==> src/rtl/sg_pkg.sv <==
// Shared constants, types and layout helpers for the sector guard.
// Assumes 4K-word granularity inside the small plane and 32K-word sectors in the large plane.
package sg_pkg;
    localparam int ADDR_W   = 19;
    localparam int NSECT    = 22;
    localparam int SMALL_N  = 8;
    localparam int SMALL_SH = 16;
    localparam int BIG_SH   = 15;
    localparam int UNIT_SH  = 12;
    localparam int SIDX_W   = $clog2(NSECT);
    localparam int BIG_N    = NSECT - SMALL_N;
    localparam int BIG_IDX_W = ADDR_W - BIG_SH;
    localparam int SKIP_BIG  = 1 << (SMALL_SH - BIG_SH);

    typedef logic [SIDX_W-1:0] sidx_t;
    typedef logic [ADDR_W-1:0] waddr_t;

    // Small-plane slot for a 4K-word unit number (layout 2,4,1,1,1,1,4,2 units).
    function automatic logic [2:0] small_slot(input logic [3:0] unit);
        logic [2:0] s;
        case (unit)
            4'd0, 4'd1:                s = 3'd0;
            4'd2, 4'd3, 4'd4, 4'd5:    s = 3'd1;
            4'd6:                      s = 3'd2;
            4'd7:                      s = 3'd3;
            4'd8:                      s = 3'd4;
            4'd9:                      s = 3'd5;
            4'd10, 4'd11, 4'd12, 4'd13: s = 3'd6;
            default:                   s = 3'd7;
        endcase
        return s;
    endfunction

    // First 4K-word unit of a small-plane slot.
    function automatic logic [3:0] small_base(input logic [2:0] slot);
        logic [3:0] u;
        case (slot)
            3'd0: u = 4'd0;
            3'd1: u = 4'd2;
            3'd2: u = 4'd6;
            3'd3: u = 4'd7;
            3'd4: u = 4'd8;
            3'd5: u = 4'd9;
            3'd6: u = 4'd10;
            default: u = 4'd14;
        endcase
        return u;
    endfunction
endpackage

==> src/rtl/sg_decode.sv <==
// Combinational word-address to sector decode.
// Produces the sector index, the plane (0 small, 1 uniform) and the sector base address.
// TOP_BOOT=0 places the small plane at address 0, TOP_BOOT=1 at the top of the space.
module sg_decode
    import sg_pkg::*;
#(
    parameter bit TOP_BOOT = 1'b0
) (
    input  waddr_t addr,
    output sidx_t  sect,
    output logic   plane,
    output waddr_t base
);
    localparam int HI_W = ADDR_W - SMALL_SH;

    logic [BIG_IDX_W-1:0] big_idx;
    logic [3:0]           unit;
    logic [2:0]           slot;
    logic [HI_W-1:0]      hi;

    assign big_idx = addr[ADDR_W-1:BIG_SH];
    assign unit    = addr[SMALL_SH-1:UNIT_SH];
    assign hi      = addr[ADDR_W-1:SMALL_SH];
    assign slot    = small_slot(unit);

    generate
        if (TOP_BOOT) begin : g_top
            // Small plane occupies the highest 64K words; large sectors number from 0.
            always_comb begin
                if (hi == {HI_W{1'b1}}) begin
                    plane = 1'b0;
                    sect  = sidx_t'(BIG_N) + sidx_t'(slot);
                    base  = {hi, small_base(slot), {UNIT_SH{1'b0}}};
                end else begin
                    plane = 1'b1;
                    sect  = sidx_t'(big_idx);
                    base  = {big_idx, {BIG_SH{1'b0}}};
                end
            end
        end else begin : g_bottom
            // Small plane occupies the lowest 64K words; large sectors follow from index 8.
            always_comb begin
                if (hi == '0) begin
                    plane = 1'b0;
                    sect  = sidx_t'(slot);
                    base  = {hi, small_base(slot), {UNIT_SH{1'b0}}};
                end else begin
                    plane = 1'b1;
                    sect  = sidx_t'(big_idx) + sidx_t'(SMALL_N - SKIP_BIG);
                    base  = {big_idx, {BIG_SH{1'b0}}};
                end
            end
        end
    endgenerate
endmodule

==> src/rtl/sg_lock_bank.sv <==
// Sticky per-sector lock bits with override-aware query and chip-erase mask.
// Assumes set_idx comes from the same decode as the query path; only por_n clears bits.
module sg_lock_bank
    import sg_pkg::*;
(
    input  logic              clk,
    input  logic              por_n,
    input  logic              hv_ovr,
    input  logic              set_en,
    input  sidx_t             set_idx,
    input  sidx_t             q_idx,
    output logic              q_locked,
    output logic [NSECT-1:0]  erase_mask
);
    logic [NSECT-1:0] locks;

    // Lock register: cleared by power-on only, set by strobe.
    always_ff @(posedge clk) begin
        if (!por_n) begin
            locks <= '0;
        end else if (set_en && (int'(set_idx) < NSECT)) begin
            locks[set_idx] <= 1'b1;
        end
    end

    // Query the lock bit of the addressed sector.
    always_comb begin
        q_locked = (int'(q_idx) < NSECT) ? locks[q_idx] : 1'b0;
    end

    // Chip erase may touch every unlocked sector, or all sectors under override.
    always_comb begin
        erase_mask = ~locks | {NSECT{hv_ovr}};
    end


    lock_sticky_chk: assert property (@(posedge clk) disable iff (!por_n)
        $past(por_n) |-> ((locks & $past(locks)) == $past(locks)));


    lock_set_chk: assert property (@(posedge clk) disable iff (!por_n)
        (set_en && (int'(set_idx) < NSECT)) |=> locks[$past(set_idx)]);
endmodule

==> src/rtl/sg_reject_timer.sv <==
// Fixed busy window for an erase aimed at a protected sector.
// Assumes blocked is valid in the cycle rej_start is high; requests during a window are dropped.
module sg_reject_timer #(
    parameter int REJ_CYC = 100
) (
    input  logic clk,
    input  logic rst_n,
    input  logic start,
    input  logic blocked,
    output logic busy,
    output logic done
);
    localparam int CNT_W = $clog2(REJ_CYC + 1);

    logic [CNT_W-1:0] cnt;

    // Countdown of the remaining busy cycles.
    always_ff @(posedge clk) begin
        if (!rst_n) begin
            cnt <= '0;
        end else if (cnt != '0) begin
            cnt <= cnt - 1'b1;
        end else if (start && blocked) begin
            cnt <= CNT_W'(REJ_CYC);
        end
    end

    // One-cycle completion flag after the last busy cycle.
    always_ff @(posedge clk) begin
        if (!rst_n) begin
            done <= 1'b0;
        end else begin
            done <= (cnt == CNT_W'(1));
        end
    end

    assign busy = (cnt != '0);


    rej_start_chk: assert property (@(posedge clk) disable iff (!rst_n)
        (start && blocked && !busy) |=> busy);


    rej_done_chk: assert property (@(posedge clk) disable iff (!rst_n)
        $fell(busy) |-> done);
endmodule

==> src/rtl/flash_sector_guard.sv <==
// Top level: sector decode for access and lock paths, lock bank, identification
// lock read at word offset 2, and rejection timer for erases on protected sectors.
// Assumes synchronous active-low rst_n and por_n; outputs other than rej_* are combinational.
module flash_sector_guard
    import sg_pkg::*;
#(
    parameter bit TOP_BOOT = 1'b0,
    parameter int REJ_CYC  = 100,
    parameter int ID_OFS   = 2
) (
    input  logic              clk,
    input  logic              rst_n,
    input  logic              por_n,
    input  logic              hv_ovr,
    input  logic [ADDR_W-1:0] acc_addr,
    output logic [SIDX_W-1:0] acc_sect,
    output logic              acc_plane,
    output logic              acc_wr_ok,
    output logic              id_hit,
    output logic              id_lock,
    input  logic              lock_set,
    input  logic [ADDR_W-1:0] lock_addr,
    output logic [NSECT-1:0]  erase_mask,
    input  logic              rej_start,
    output logic              rej_busy,
    output logic              rej_done
);
    waddr_t acc_base;
    waddr_t lk_base;
    sidx_t  lk_sect;
    logic   lk_plane;
    logic   acc_locked;

    sg_decode #(.TOP_BOOT(TOP_BOOT)) acc_dec_i (
        .addr(acc_addr), .sect(acc_sect), .plane(acc_plane), .base(acc_base)
    );

    sg_decode #(.TOP_BOOT(TOP_BOOT)) lk_dec_i (
        .addr(lock_addr), .sect(lk_sect), .plane(lk_plane), .base(lk_base)
    );

    sg_lock_bank bank_i (
        .clk(clk), .por_n(por_n), .hv_ovr(hv_ovr),
        .set_en(lock_set), .set_idx(lk_sect),
        .q_idx(acc_sect), .q_locked(acc_locked),
        .erase_mask(erase_mask)
    );

    // Write permission and identification lock read for the access address.
    always_comb begin
        acc_wr_ok = !acc_locked || hv_ovr;
        id_hit    = ((acc_addr - acc_base) == waddr_t'(ID_OFS));
        id_lock   = id_hit && acc_locked;
    end

    sg_reject_timer #(.REJ_CYC(REJ_CYC)) rej_i (
        .clk(clk), .rst_n(rst_n), .start(rej_start),
        .blocked(!acc_wr_ok), .busy(rej_busy), .done(rej_done)
    );


    sect_range_chk: assert property (@(posedge clk) disable iff (!por_n)
        (int'(acc_sect) < NSECT) && (int'(lk_sect) < NSECT) && (lk_plane == lk_plane));


    wr_ok_mask_chk: assert property (@(posedge clk) disable iff (!por_n)
        erase_mask[acc_sect] == acc_wr_ok);
endmodule

==> config.mk <==
export PLATFORM = sky130hd
export DESIGN_NAME = flash_sector_guard
export DESIGN_NICKNAME = d
export VERILOG_FILES = /design/src/rtl/sg_pkg.sv /design/src/rtl/sg_decode.sv /design/src/rtl/sg_lock_bank.sv /design/src/rtl/sg_reject_timer.sv /design/src/rtl/flash_sector_guard.sv
export SDC_FILE = /design/constraint.sdc
export NUM_CORES = 1
export LEC_CHECK = 0
export BUFFER_PORTS_ARGS = -buffer_cell sky130_fd_sc_hd__buf_2
export CAP_MARGIN = 30
export CORE_MARGIN = 5
export CORE_UTILIZATION = 49
export CTS_CLUSTER_DIAMETER = 60
export DETAILED_ROUTE_END_ITERATION = 10
export PLACE_DENSITY = 0.85
export SYNTH_ARGS = -nofsm -noshare
export SYNTH_HDL_FRONTEND = slang
export SYNTH_SLANG_ARGS = --single-unit
export TNS_END_PERCENT = 30
==> constraint.sdc <==
create_clock -name clk -period 3.6 [get_ports clk]
set_input_delay 0.54 -clock clk [delete_from_list [all_inputs] [get_ports clk]]
set_output_delay 0.54 -clock clk [all_outputs]
set_load 0.02 [all_outputs]
==> results_dict.tcl <==
set metrics [dict create \
    track_usage_pct 20.33 \
    synthCells 252 \
    timing.hold.worst_path_depth 2 \
    drive_above_1_share_pct 31.25 \
    drt_iter0_drc 93 \
    cellLeakagePower_uw 0.001131 \
    post-route-drc-count 0 \
    maxSlewViolCount 0 \
    fp.dieH_um 74.54 \
    timing.critical_path.required_ns 3.06 \
    rr_endpoint "rej_i.cnt[2]" \
    critPathKind "in -> out" \
    r2r_start "bank_i.locks[13]" \
    boundaryPins 77 \
    port_buffers 64 \
    fin_total_pwr_uw 1091 \
    endpoint_kind "primary output" \
    number_of_antenna_violations_at_the_first_check_in_global_routing 0 \
    post-route-period-util_pct 96.24 \
    finalSetupTns_ns 0 \
    cts.clk_slew.worst_paths_ns 0.06 \
    place.detailed.hpwl_mm 4.134 \
    report.final.setup_viol 0 \
    syn-num-nets 306 \
    htreeDepth 2 \
    holdWs_ns 0.4837 \
    r2r_setup_slack_ns 1.74 \
    crit_fanout 7 \
    number_of_standard_cells_in_the_final_layout_excluding_fillers 386 \
    maxCapViolCount 0 \
    start_util_pct 50.65 \
    wl_mm 5.497 \
    flow.area_growth_from_synthesis_pct 30.78 \
    die_w_um 74.54 \
    startpoint_of_the_worst_hold_path "rej_i.cnt[4]" \
    num_cts_buffers 5 \
    most_used_flip_flop_cell_after_synthesis "dfxtp_1" \
    reg2reg_depth 7 \
    start_kind "input pin" \
    worst-slew-pin-transition_ns 0.8711 \
    run_status "complete, no violations" \
    yosys_warnings 0 \
    netlist_area_mm2 0.002041 \
    synth_area_per_cell_um2 8.098 \
    synth_cell_type_count 50 \
    max_slew_headroom_pct 41.80 \
    placed_cell_area_mm2 0.002502 \
    wl_per_cell_um 14.24 \
    clock.fmax_ghz 0.2886 \
    cts-root-buf "clkbuf_8" \
    detail-route-antenna-nets 0 \
    vdd_ir_drop_max_mv 0.2880 \
    floorplan.rows 23 \
    finalHoldViolCount 0 \
    drt_pass1_iterations 4 \
    number_of_cells_in_the_design_after_placement 375 \
    mostFrequentLayoutCell "buf_2" \
    routability_cong 0.8208 \
    synth_seq_cells 30 \
    ys_seq_area_share_pct 29.43 \
    cellPowerDensity_mw_per_mm2 408.8 \
    hold_path_end "rej_i.cnt[4]" \
    grt_remaining_overflow 0 \
    die_area_mm2 0.005555 \
    floorplan.core_area_mm2 0.004029 \
    insertion_delay_ns 0.28 \
    fin_nets 389 \
    synth_enable_flop_cells 0 \
    count_of_clock_tree_sinks 30 \
    num_antenna_cells 0 \
    fin_area_mm2 0.002669 \
    layout.cells.most_common_list "63 x buf_2, 30 x dfxtp_1, 26 x nand2b_1" \
    cts_tree "done" \
    synth-async-reset-ratio_pct 0 \
    final.min_clock_period_ns 3.464 \
    detailroute.via_count 2119 \
    via_per_inst 5.490 \
    fin_worst_skew_ns 0.004647 \
    grt_start_max_net_pins 26 \
    clk_path_buf_depth 2 \
    hold_path.class "reg -> reg" \
    critical_path_arrival_ns 2.92 \
    first_global_vias 2077 \
    global_route_wire_length_before_repair_mm 8.880 \
]
==> where the power goes <==
group          leakage [uW]  internal, uW  switching, uW
Combinational      0.000839           177            234
Clock             0.0000482           154            120
Sequential         0.000244           373           32.4
==> logic make-up (layout without fill, tap and decap cells) <==
family | count (synthesis) | count (layout) | share of synthesized area (%)
xor+xnor | 3 | 3 | 1.288
mux | 12 | 12 | 7.603
fa+ha+maj | 11 | 11 | 6.622
simple gates | 121 | 121 | 32.62
compound gates | 56 | 56 | 18.39
flops | 30 | 30 | 29.43
buf+inv | 19 | 103 | 4.046
==> per-layer routing <==
layer | up-vias | routed length [um] | GRT usage, %
met5 | - | 0 | 0
met4 | 0 | 63 | 5.929
met3 | 6 | 273 | 3.514
met2 | 51 | 2924 | 38.63
met1 | 1003 | 2235 | 22.94
li1 | 1059 | - | -
==> cell usage after synthesis (3+ instances only) <==
library cell | count | area, um^2
a21oi_1 | 18 | 90.09
xor2_1 | 3 | 26.28
nand2b_1 | 26 | 162.7
nor2_1 | 25 | 93.84
o21a_1 | 11 | 82.58
ha_1 | 10 | 125.1
dfxtp_1 | 30 | 600.6
a31oi_1 | 5 | 31.28
nor2b_1 | 13 | 81.33
nor3_1 | 12 | 60.06
clkbuf_1 | 4 | 15.01
nand3_1 | 7 | 35.03
o21ai_0 | 7 | 35.03
inv_1 | 12 | 45.04
mux2i_1 | 8 | 80.08
nand2_1 | 18 | 67.56
==> flip-flops by register name (all words and copies together), names as in the netlist <==
name          cells
bank_i.locks     22
rej_i.cnt         7
rej_i.done        1
==> how the worst max path moves through the flow <==
stage,start,end,slack (ns),cells after the start
floorplan,acc_addr[16],acc_wr_ok,0.13,10
global placement,acc_addr[16],acc_wr_ok,-0.01,14
detailed placement,acc_addr[16],acc_wr_ok,-0.05,14
CTS,acc_addr[16],acc_wr_ok,0.00004,14
global route,acc_addr[16],acc_wr_ok,-0.01,14
finish,acc_addr[16],acc_wr_ok,0.14,15
==> critical path: stages <==
cell and delay (ns):
buf_2 0.09, inv_1 0.05, ha_1 0.20, nor2b_4 0.14
inv_2 0.08, nor2_1 0.06, a221oi_2 0.23, buf_4 0.21
buf_4 0.13, mux2i_1 0.07, mux2_4 0.29, a311oi_4 0.28
a21boi_2 0.10, or2_2 0.28, buf_4 0.16
==> metrics by stage <==
step	setup slack [ns]	utilization, %
3_5_place_dp	-0.04933	62.11
6_report	0.1355	66.24
3_3_place_gp	-0.01437	62.11
5_1_grt	-0.01146	66.24
2_1_floorplan	0.1294	-
4_1_cts	0.00003575	64.88
==> layout make-up <==
class / count / area [um^2]
inverters: 13 / 48.80
well taps: 50 / 62.56
multi-input cells: 203 / 1395
clock buffers: 7 / 86.33
clock inverters: 1 / 5.005
fillers: 326 / 1360
repair buffers: 82 / 470.5
flip-flops and latches: 30 / 600.6
==> what timing repair did <==
action / CTS / global route
hold buffers: 0 / 0
pin swaps: 0 / 3
setup endpoints to repair: 1 / 2
cloned: 0 / 0
resized for setup: 1 / 8
setup buffers: 1 / 2
Power figures use the tool's default switching activity.
